### src/rtl/ce_decode_pkg.sv
package ce_decode_pkg;
  localparam int IDX_W     = 3;
  localparam int REGION_W  = 2;
  localparam int NUM_BANKS = 1 << IDX_W;
  localparam int SMALL_W   = REGION_W;
  localparam int NUM_SMALL = 1 << SMALL_W;

  typedef logic [IDX_W-1:0]     bank_idx_t;
  typedef logic [NUM_BANKS-1:0] bank_vec_t;

  typedef enum logic {
    MAP_MIXED = 1'b0,
    MAP_FLAT  = 1'b1
  } map_mode_e;
endpackage

### src/rtl/ce_lockout.sv
module ce_lockout #(
  parameter int LOCK_CYCLES = 16
) (
  input  logic clk,
  input  logic rst,
  output logic locked
);
  localparam int CW = $clog2(LOCK_CYCLES + 1);
  localparam logic [CW-1:0] LIMIT = CW'(LOCK_CYCLES);

  logic [CW-1:0] cnt_q;

  always_ff @(posedge clk) begin
    if (rst) begin
      cnt_q <= '0;
    end else if (cnt_q < LIMIT) begin
      cnt_q <= cnt_q + 1'b1;
    end
  end

  assign locked = rst | (cnt_q < LIMIT);
endmodule

### src/rtl/ce_bank_resolve.sv
module ce_bank_resolve
  import ce_decode_pkg::*;
(
  input  logic [IDX_W-1:0]    addr_hi,
  input  logic [REGION_W-1:0] region_sel,
  input  map_mode_e           mode,
  output bank_idx_t           bank_idx
);
  bank_idx_t mixed_idx;

  always_comb begin
    if (region_sel == '0) begin
      // small banks fill the lowest part of the map
      mixed_idx = IDX_W'(addr_hi[SMALL_W-1:0]);
    end else begin
      // each further region code is one large bank above the small ones
      mixed_idx = IDX_W'(NUM_SMALL) + IDX_W'(region_sel);
    end
  end

  assign bank_idx = (mode == MAP_FLAT) ? addr_hi : mixed_idx;
endmodule

### src/rtl/ce_onehot_dec.sv
module ce_onehot_dec
  import ce_decode_pkg::*;
(
  input  bank_idx_t bank_idx,
  input  logic      enable,
  output bank_vec_t sel_n
);
  for (genvar g = 0; g < NUM_BANKS; g++) begin : g_bank
    assign sel_n[g] = ~(enable & (bank_idx == IDX_W'(g)));
  end
endmodule

### src/rtl/memcard_ce_decoder.sv
module memcard_ce_decoder
  import ce_decode_pkg::*;
#(
  parameter int LOCK_CYCLES = 16
) (
  input  logic       clk,
  input  logic       rst,
  input  logic [2:0] addr_hi,
  input  logic [1:0] region_sel,
  input  logic       flat_map,
  input  logic       attr_sel_n,
  input  logic       lane_even_n,
  input  logic       lane_odd_n,
  output logic [7:0] bank_en_n
);
  logic      locked;
  logic      access;
  bank_idx_t bank_idx;
  map_mode_e mode;

  assign mode   = flat_map ? MAP_FLAT : MAP_MIXED;
  assign access = attr_sel_n & ~(lane_even_n & lane_odd_n) & ~locked;

  ce_lockout #(.LOCK_CYCLES(LOCK_CYCLES)) u_lockout (
    .clk    (clk),
    .rst    (rst),
    .locked (locked)
  );

  ce_bank_resolve u_resolve (
    .addr_hi    (addr_hi),
    .region_sel (region_sel),
    .mode       (mode),
    .bank_idx   (bank_idx)
  );

  ce_onehot_dec u_dec (
    .bank_idx (bank_idx),
    .enable   (access),
    .sel_n    (bank_en_n)
  );
endmodule

### config.mk
export PLATFORM = sky130hd
export DESIGN_NAME = memcard_ce_decoder
export DESIGN_NICKNAME = d
export VERILOG_FILES = /design/src/rtl/ce_decode_pkg.sv /design/src/rtl/ce_lockout.sv /design/src/rtl/ce_bank_resolve.sv /design/src/rtl/ce_onehot_dec.sv /design/src/rtl/memcard_ce_decoder.sv
export SDC_FILE = /design/constraint.sdc
export NUM_CORES = 1
export LEC_CHECK = 0
export ABC_CLOCK_PERIOD_IN_PS = 3500
export BUFFER_PORTS_ARGS = -buffer_cell sky130_fd_sc_hd__buf_2
export CAP_MARGIN = 10
export CORE_AREA = 2 2 39 41
export DETAILED_ROUTE_END_ITERATION = 12
export DIE_AREA = 0 0 41 43
export GPL_TIMING_DRIVEN = 0
export HOLD_SLACK_MARGIN = 0.1
export PLACE_DENSITY = 0.57
export SETUP_SLACK_MARGIN = 0.1
export SLEW_MARGIN = 25
export SYNTH_ARGS = -nofsm -noshare
export SYNTH_HDL_FRONTEND = slang
export SYNTH_SLANG_ARGS = --single-unit
### constraint.sdc
create_clock -name clk -period 3.5 [get_ports clk]
set_clock_uncertainty 0.1 [all_clocks]
set_input_delay 0.7 -clock clk [delete_from_list [all_inputs] [get_ports clk]]
set_output_delay 0.7 -clock clk [all_outputs]
set_load 0.05 [all_outputs]
# ---- Yosys cells after proc, flatten, opt, wreduce, memory -nomap -nowiden
# Index checks and enable logic that the tools add are counted.
dict set report totals {
  reg_bits 5
  latchBits 0
  mem_bits_rw 0
  romBits 0
  input_bits 11
  output_inout_bits 8
  memories 0
}
dict set report classes {
  addsub 2
  multipliers 0
  n_div 0
  magnitude_cmp 1
  n_eq_ne 7
  shifts 0
  muxes 3
  bitwise 22
  n_reduce_logical 2
}
# op n
set ops {}
lappend ops {{== test 3 bit, second input constant} 4}
lappend ops {{AND 1 bit} 11}
lappend ops {{NOT 1 bit} 10}
lappend ops {{== test 3 x 2 -> 1 bit, second input constant} 2}
lappend ops {{2-to-1 mux 3 bit} 2}
lappend ops {{adder 5 x 1 -> 5 bit, second input constant} 1}
lappend ops {{< comparator 5 bit, second input constant} 1}
lappend ops {{adder 3 x 2 -> 3 bit, first input constant} 1}
lappend ops {{== test 3 x 1 -> 1 bit, second input constant} 1}
lappend ops {{zero test 3 bit} 1}
lappend ops {{zero test 2 bit} 1}
lappend ops {{2-to-1 mux 1 bit} 1}
lappend ops {{bitwise OR 1 bit} 1}

# ---- Longest topological paths before layout
# Gate-level depths: netlist (run 1).
dict set report logic_depth {
  ltp_word 6
  mapped_depth 4
}

# ---- Cells and area by module
# From an unflattened synthesis (run 1), not the netlist that was laid out.
dict set report unflattened {
  hier_cells 37
  area_unflattened_um2 336.6
}
# mod instances cells_per_inst area_each_um2 seq_area_each_um2
set by_module_without_submodules {}
lappend by_module_without_submodules {ce_lockout 1 19 195.2 100.1}
lappend by_module_without_submodules {ce_onehot_dec 1 8 76.3 0.0}
lappend by_module_without_submodules {ce_bank_resolve 1 8 48.8 0.0}
lappend by_module_without_submodules {memcard_ce_decoder 1 2 16.3 0.0}

# ---- Least setup slack after synthesis (run 1)
# Ideal clock, no wire load.
dict set report synth_timing {
  path_kind {input to output}
  start {input region_sel[0]}
  end {output bank_en_n[0]}
  t_arrival_ns 1.565
  setup_slack_ns 1.135
  path_stages 2
  path_cell_list {o31ai_1 -> nand3_1}
}
dict set report synth_between {
  elab_chain_len 6
}
# element line_no
set synth_rtl {}
lappend synth_rtl {{from (decl)} memcard_ce_decoder.sv:9} ;# input logic [1:0] region_sel,
lappend synth_rtl {{adder 3 x 2 -> 3 bit / zero test 2 bit (equally long branches)} {ce_bank_resolve.sv:17, ce_bank_resolve.sv:12}}
lappend synth_rtl {{2-to-1 mux 3 bit *} ce_bank_resolve.sv:12} ;# if (region_sel == '0) begin
lappend synth_rtl {{2-to-1 mux 3 bit *} ce_bank_resolve.sv:21} ;# assign bank_idx = (mode == MAP_FLAT) ? addr_hi : mixed_idx;
lappend synth_rtl {{zero test 3 bit *} ce_onehot_dec.sv:9} ;# assign sel_n[g] = ~(enable & (bank_idx == IDX_W'(g)));
lappend synth_rtl {{AND 1 bit *} ce_onehot_dec.sv:9}
lappend synth_rtl {{NOT 1 bit *} ce_onehot_dec.sv:9}
lappend synth_rtl {{to (decl)} memcard_ce_decoder.sv:14} ;# output logic [7:0] bank_en_n
# Mark *: on every way between the ends. The rest lies on a longest branch, timed or not.

# ---- Worst setup path after layout (run 1)
dict set report layout_timing {
  start {input region_sel[0]}
  end {output bank_en_n[3]}
}
dict set report layout_between {
  elab_chain_len 6
}
# element line_no
set layout_rtl {}
lappend layout_rtl {{adder 3 x 2 -> 3 bit / zero test 2 bit (equally long branches)} {ce_bank_resolve.sv:17, ce_bank_resolve.sv:12}}
lappend layout_rtl {{2-to-1 mux 3 bit *} ce_bank_resolve.sv:12}
lappend layout_rtl {{2-to-1 mux 3 bit *} ce_bank_resolve.sv:21}
lappend layout_rtl {{== test 3 x 2 -> 1 bit *} ce_onehot_dec.sv:9}
lappend layout_rtl {{AND 1 bit *} ce_onehot_dec.sv:9}
lappend layout_rtl {{NOT 1 bit *} ce_onehot_dec.sv:9}
# Marks and branches as above.

==> results of run 1 <==
[kinds of logic after synthesis]
family                     after synthesis  share of synthesized area, %
adders and majority gates                1                          3.68
DFF                                      5                          29.4
xor gates and xnor gates                 3                          7.72
AOI/OAI and AO/OA                        8                          21.3
and+or+nand+nor                         22                          34.9
muxes                                    1                          2.94
[report_power, final]
part / total (mW) / internal, mW / switching [mW]
Combinational: 0.0254 / 0.0123 / 0.0131
Sequential: 0.0627 / 0.0603 / 0.00247
Clock: 0.0669 / 0.0431 / 0.0238
Total: 0.155 / 0.116 / 0.0394
[critical path: stages]
cell and delay [ns]:
buf_2 0.12, o31ai_1 0.46, nand3_1 0.14, buf_2 0.23
[cell usage in the layout, fill, tap and decap left out, drive strengths merged, types with 2 or more instances in the layout]
| master | instances |
|---|---|
| buf | 18 |
| clkbuf | 4 |
| dfxtp | 5 |
| nand2b | 3 |
| nand3 | 7 |
| nor2 | 6 |
| nor2b | 2 |
| xor2 | 2 |
[metrics by stage]
step                util [%]  area, sq um  worst slack (ns)  hold WS, ns
finish                  34.4          477              1.03        0.424
global route            34.4          477             0.876        0.466
CTS                     34.4          477              1.04        0.420
detailed placement      32.5          450              1.04        0.410
global placement        32.5          450              1.06        0.405
floorplan                  -          340              1.14        0.380
[worst min path at each step]
stage / start / cells after the start / to
global route: u_lockout.cnt_q[3] / 2 / u_lockout.cnt_q[3]
detailed placement: u_lockout.cnt_q[3] / 2 / u_lockout.cnt_q[3]
global placement: u_lockout.cnt_q[3] / 2 / u_lockout.cnt_q[3]
CTS: u_lockout.cnt_q[3] / 2 / u_lockout.cnt_q[3]
floorplan: u_lockout.cnt_q[3] / 2 / u_lockout.cnt_q[3]
finish: u_lockout.cnt_q[3] / 2 / u_lockout.cnt_q[3]
[cell type report]
type	instances	area, sq um
sequential	5	100
timing repair buffer	18	90.1
tap	16	20.0
fill	138	907
clock buffer	4	26.3
multi-input combinational	35	240
[routing by layer]
layer  vias to the layer above  routed length, microns  global-route usage (%)
li1                        192                       -                       -
met1                       162                     323                    10.9
met2                        16                     334                    13.8
met3                         2                      59                    1.57
met4                         0                      16                    10.0
met5                         -                       0                       0
==> run metrics, run 1 <==
Initial Util=approximately a quarter; initial DRC count=6; largest net degree at the start of global routing=9; top-area cell type share of the netlist area=between 20 and 30%; clock slew at reported path FFs=0.05 ns; clock buffer depth=2; via count=372; worst setup path endpoint=bank_en_n[3]; Post-synth top flop=dfxtp_1; largest area contributor in the netlist=dfxtp_1; # rows=14; CP startpoint kind=input port; worst endpoint required time=2.70 ns; H-tree Lvls=1; unrepaired setup endpoints after global routing=no; worst rel slew slack=between 60% and 70%; number of global-route vias before repair=291; post-route clock period utilization=a little over two thirds; die area=0.00176 sq mm; clk sinks=5; Async SR Flop Fraction=0%; Worst Tran Pin Value=0.485 ns; Chip Width=41 microns; placed instance count=74; Avg Vias per Cell=4.77; sequential share of the synthesized area=29.4%; core area=0.00138 sq mm; Reg-to-Reg Start=u_lockout.cnt_q[0]; R2R Path End=u_lockout.cnt_q[2]; Setup Viol. Count Final=0; synthesized flop and latch total=5; Die H=43 microns; Critical Path AT=between 1.5 and 2 ns; final hold vios=0; Area growth, synth to finish=40.1%; postcts setup bufs=0; count leader, synth=nand3_1; First-pass DRT Iterations=3; initial antenna violation count=0; dpl hpwl=just under 600 microns; All-Layer GR Usage=under 10%; Syn Inst Count=40; post-CTS resize count=0; gpl congestion=0.644; Largest register FFs=5; share of cells above drive strength 1=between 30 and 40%; commonest cells in the netlist=nand3_1 (7), nor2_1 (6), dfxtp_1 (5); non-filler instance count after layout=78; CTS tree=done; Reg with most FFs=u_lockout.cnt_q; min Tclk post-route=2.47 ns; CTS Hold Bufs=0; post-synth design cell area=340 sq um; Worst setup EP type=output port; Net Count, Synth=52; Final ANT Viol Nets=0; WL/cell=~9.4 microns; gr ovfl total=0; first-pass GRT wire length=~1.1 mm; Avg Cell Area, Syn=around 8.5 sq um; setup tns final=0 ns; I/O Pins=19; outcome=complete, no violations; port bufs=18; f_max=405 MHz; R2R setup slack=2.39 ns; Root Buffer Master=clkbuf_4; Area contributors post-synth=dfxtp_1 (29%), nand3_1 (10%), nor2_1 (6.6%); WS Path Type=input port to output port; Max Slew Vio Count=0; R2R cell count=4; Max Cap Violations=0; power consumption=155 uW; Pwr Density=325 mW/mm^2; worst vdd ir=0.0814 mV; number of flops mapped to enable cells by yosys=0; drt drc=0; nets@finish=75; CTS Buf Count=3; number of diodes=0; Leakage=0.182 nW; Clock Latency Late Sink=0.24 ns; Yosys Warn Count=0; Hold WC Path Type=register to register; final WL=733 microns; critical path peak fanout=5; crit path launch=region_sel[0]; Largest regs=u_lockout.cnt_q: 5 flops; count of cell types in the netlist=21
Note: power is estimated with default switching activity, not from simulation.
==> inputs of run 2 (changes only) <==
Settings changed: ABC_CLOCK_PERIOD_IN_PS 3500 to 2000, PLACE_DENSITY 0.57 to 0.59.
Clock period 3.5 ns to 2 ns, I/O delays scaled along.
==> run 2 against run 1 <==
Net effect:
- global-route usage rose by 2.0 points
- clock power up 78%
- worst hold slack lost 0.099 ns
- non-clock buffer count up 2
- final area is 8.1% higher
- count of clock-buffer cells in the layout unchanged
- combinational power up 83%
- critical endpoint is now bank_en_n[7]
- largest power group unchanged
==> run metrics, run 2 (synthesis results as in run 1) <==
outcome=complete, no violations; worst rel slew slack=77.3%; Setup Viol. Count Final=0; final hold vios=0; Critical Path AT=1.28 ns; sw frac=26.4%; net switching power=72.4 uW; fillcell total=151; WL/cell=10.3 microns; drt drc=0; CTS Buf Count=3; final WL=just over 800 microns; grt met1 use=~11%; Pwr Density=532 mW/mm^2; Largest register FFs=5; H-tree Lvls=1; Worst setup EP type=output port; first-pass GRT wire length=1.34 mm; nets@finish=77; gpl congestion=about 0.65; P_int=202 uW; Root Buffer Master=clkbuf_4; min Tclk post-route=1.78 ns; Area growth, synth to finish=51.5%; utilization after layout=a little under two fifths; most common cell after layout, fill and taps aside=buf_2; Largest regs=u_lockout.cnt_q: 5 flops; clock power share=about 43%; I/O Pins=19; Final ANT Viol Nets=0; core area=0.00138 sq mm; Clock Latency Late Sink=0.24 ns; die area=approximately 0.0018 sq mm; post-route clock period utilization=89.0%; unrepaired setup endpoints after global routing=no; Global Route met3 Usage=3.66%; Worst Tran Pin Value=around 0.34 ns; gr ovfl total=0; Seq pwr share=between 30% and 40%; critical path peak fanout=7; clock slew at reported path FFs=0.05 ns; Hold WC Path Type=input port to register; Die H=43 microns; Avg Vias per Cell=4.88; Max Cap Violations=0; Initial Util=around 25%; initial DRC count=1; CTS tree=done; # rows=14; met2 usage=18.8%; clk sinks=5; via count=just under 400; number of diodes=0; Max Slew Vio Count=0; Chip Width=41 microns; most frequent cells in the layout=buf_2 (15), nand3_1 (7), nor2_1 (6), dfxtp_1 (4); setup tns final=0 ns; f_max=562 MHz; initial antenna violation count=0; worst vdd ir=0.232 mV; Leakage=0.205 nW; First-pass DRT Iterations=2; dpl hpwl=613 microns; port bufs=18; All-Layer GR Usage=11.6%; largest net degree at the start of global routing=9; clock buffer depth=2; CP startpoint kind=input port; number of global-route vias before repair=~340; Comb power frac=17.0%; WS Path Type=input port to output port; GR peak layer=met2; CTS Hold Bufs=0; worst endpoint required time=around 1.5 ns; share of cells above drive strength 1=43.8%; Reg with most FFs=u_lockout.cnt_q
==> run 2: worst max-delay path, cell delays in order <==
cell and delay (ns):
buf_2 0.14, o21bai_1 0.16, a32o_1 0.27, nand3_1 0.06, buf_2 0.26
==> run 2: layout make-up <==
type	count	area [sq um]	share of cell area [%]
Clock buffer	4	26.3	5.10
Timing Repair Buffer	20	120	23.3
Sequential cell	5	104	20.1
Tap cell	16	20.0	3.88
Multi-Input combinational cell	35	245	47.6
==> run 2: power groups by stage <==
stage,Combinational (mW),Sequential (mW),Clock [mW]
after floorplan,0.0245,0.111,0
after global placement,0.0441,0.112,0
after detailed placement,0.0457,0.112,0
after CTS,0.0457,0.109,0.126
after global routing,0.0529,0.109,0.135
final,0.0466,0.109,0.119
==> run 2: metrics by stage <==
step                hold slack (ns)  setup WS, ns  instances  power (mW)  instance area (sq um)
floorplan                     0.372         0.214         40       0.135                    340
finish                        0.325         0.221         80       0.274                    515
global route                  0.330         0.173         80       0.297                    515
detailed placement            0.412         0.130         74       0.157                    450
global placement              0.403         0.159         74       0.156                    450
CTS                           0.317         0.140         79       0.281                    503
==> run 2: metal layers <==
layer	wire length (microns)	vias up
li1	-	196
met1	291	173
met2	422	19
met3	88	2
met4	18	0
met5	0	-
==> run 2: path summary, 6_finish.rpt <==
check                      from                 end  slack, ns  depth (start not counted)
max                    flat_map        bank_en_n[7]       0.22                          5
min                         rst  u_lockout.cnt_q[2]       0.32                          2
max reg2reg  u_lockout.cnt_q[0]  u_lockout.cnt_q[2]       0.90                          4
min reg2reg  u_lockout.cnt_q[3]  u_lockout.cnt_q[3]       0.43                          2
==> run 2: what timing repair did <==
action / CTS / global route
pin swaps: 2 / 1
setup endpoints to repair: 8 / 8
cloned: 0 / 0
setup buffers: 1 / 1
gates resized for setup: 7 / 1
==> inputs of run 3 (changes only) <==
Settings changed: GPL_TIMING_DRIVEN 0 to not set.
==> run 3 against run 2 <==
Net effect:
- final area rose by 0.49%
- routed wire length rose by 3.0%
- fmax fell by 2.4%
- critical endpoint is now bank_en_n[4]
- setup slack got worse by 0.043 ns
- core utilization rose by 0.18 points
- worst hold slack got worse by 0.0049 ns
- largest cell class unchanged
- total power rose by 0.51%
==> run metrics, run 3 (synthesis results as in run 1) <==
outcome=complete, no violations; post-route clock period utilization=91.1%; most frequent cells in the layout=buf_2 (13), nand3_1 (7), nor2_1 (6), buf_4 (4), dfxtp_1 (4); R2R cell count=4; WS Path Type=register to output port; initial DRC count=6; Reg with most FFs=u_lockout.cnt_q; Largest regs=u_lockout.cnt_q: 5 flops; most common cell after layout, fill and taps aside=buf_2; area of the multi-input gates=250 sq um; utilization after layout=37.4%; first-pass GRT wire length=between 1 and 1.5 mm; clock slew at reported path FFs=0.04 ns; dpl hpwl=about 600 microns; clk sinks=5; port bufs=18; largest net degree at the start of global routing=9; Comb power frac=between 10% and 20%; I/O Pins=19; Max Slew Vio Count=0; Leakage=0.211 nW; final hold vios=0; initial antenna violation count=0; setup tns final=0 ns; Post-DP Area=450 sq um; via count=385; All-Layer GR Usage=9.94%; sw frac=26.8%; Pwr Density=532 mW/mm^2; First-pass DRT Iterations=4; Hold WC Path Type=input port to register; DP Worst Slack=0.182 ns; worst rel slew slack=76.1%; fillcell total=152; Avg Vias per Cell=4.87; # rows=14; Setup Viol. Count Final=0; critical path peak fanout=8; share of cells above drive strength 1=between 40% and 50%; Clock Latency Late Sink=0.25 ns; Chip Width=41 microns; Final Cell Area=518 sq um; Reg-to-Reg Start=u_lockout.cnt_q[0]; net switching power=between 70 and 80 uW; f_max=about 550 MHz; nets@finish=76; unrepaired setup endpoints after global routing=yes; Die H=43 microns; number of global-route vias before repair=329; worst endpoint required time=1.50 ns; Area growth, synth to finish=52.2%; CTS Hold Bufs=0; gpl congestion=0.656; CTS tree=done; R2R setup slack=0.89 ns; WL/cell=approximately 11 microns; Initial Util=24.6%; placed instance count=74; Seq pwr share=around 40%; H-tree Lvls=1; Critical Path AT=1.32 ns; gr ovfl total=0; Worst Tran Pin Value=0.357 ns; drt drc=0; worst vdd ir=~0.13 mV; number of diodes=0; Root Buffer Master=clkbuf_4; core area=about 0.0014 sq mm; worst setup path endpoint=bank_en_n[4]; Reg area=104 sq um; post-route setup slack=between 0.15 and 0.2 ns; min Tclk post-route=1.82 ns; Max Cap Violations=0; CTS Buf Count=3; R2R Path End=u_lockout.cnt_q[2]; Largest register FFs=5; Final ANT Viol Nets=0; CP startpoint kind=register; clock buffer depth=2; P_int=202 uW; die area=0.00176 sq mm; Worst setup EP type=output port; final WL=845 microns; non-filler instance count after layout=79; clock power share=a little over two fifths; crit path launch=u_lockout.cnt_q[4]
## run 3: changes by cell type in the layout (fill, tap and decap cells not counted)
cell and delta:
nand2_2 -1, buf_2 -2, buf_4 +1, nand2_4 +1
## run 3: worst max-delay path: stages, from the launching register on
cell and delay (ns):
dfxtp_4 0.36, nand2_4 0.05, a211oi_4 0.30, nand4_1 0.17, buf_6 0.19
## run 3: per-layer routing
metal  part of all wire, %  vias up  global-route usage (%)
met5                     0        -                       0
met4                   2.0        0                    6.00
met3                   7.8        3                    1.57
met2                    50       19                    15.6
met1                    40      171                    11.9
li1                      -      192                       -
## run 3: worst min-delay path by stage
stage / from / end / cells past startpoint
2_1_floorplan: rst / u_lockout.cnt_q[0] / 1
3_3_place_gp: u_lockout.cnt_q[3] / u_lockout.cnt_q[3] / 2
3_5_place_dp: u_lockout.cnt_q[3] / u_lockout.cnt_q[3] / 2
4_1_cts: rst / u_lockout.cnt_q[4] / 2
5_1_grt: rst / u_lockout.cnt_q[4] / 2
6_report: rst / u_lockout.cnt_q[4] / 2
## run 3: power by group through the flow
| stage | Clock [mW] | Combinational [mW] | Sequential (mW) |
|---|---|---|---|
| 5_1_grt | 0.129 | 0.0541 | 0.109 |
| 6_report | 0.120 | 0.0473 | 0.109 |
| 3_3_place_gp | 0 | 0.0442 | 0.112 |
| 4_1_cts | 0.125 | 0.0456 | 0.109 |
| 3_5_place_dp | 0 | 0.0454 | 0.112 |
| 2_1_floorplan | 0 | 0.0245 | 0.111 |
## run 3: layout make-up
| type | instances | area share [%] |
|---|---|---|
| Clock buffer | 4 | 5.07 |
| Tap cell | 16 | 3.86 |
| Sequential cell | 5 | 20.0 |
| Timing Repair Buffer | 19 | 22.7 |
| Multi-Input combinational cell | 35 | 48.3 |
## run 3: per-stage QoR
stage / total power, mW / hold WS (ns)
floorplan: 0.135 / 0.372
global placement: 0.156 / 0.408
detailed placement: 0.157 / 0.405
CTS: 0.279 / 0.310
global route: 0.293 / 0.341
finish: 0.276 / 0.320
## run 3: what timing repair did
| action | in CTS | in global routing |
|---|---|---|
| gates resized for setup | 5 | 8 |
| setup endpoints to repair | 8 | 8 |
| pin swaps | 1 | 2 |
| setup buffers | 0 | 1 |
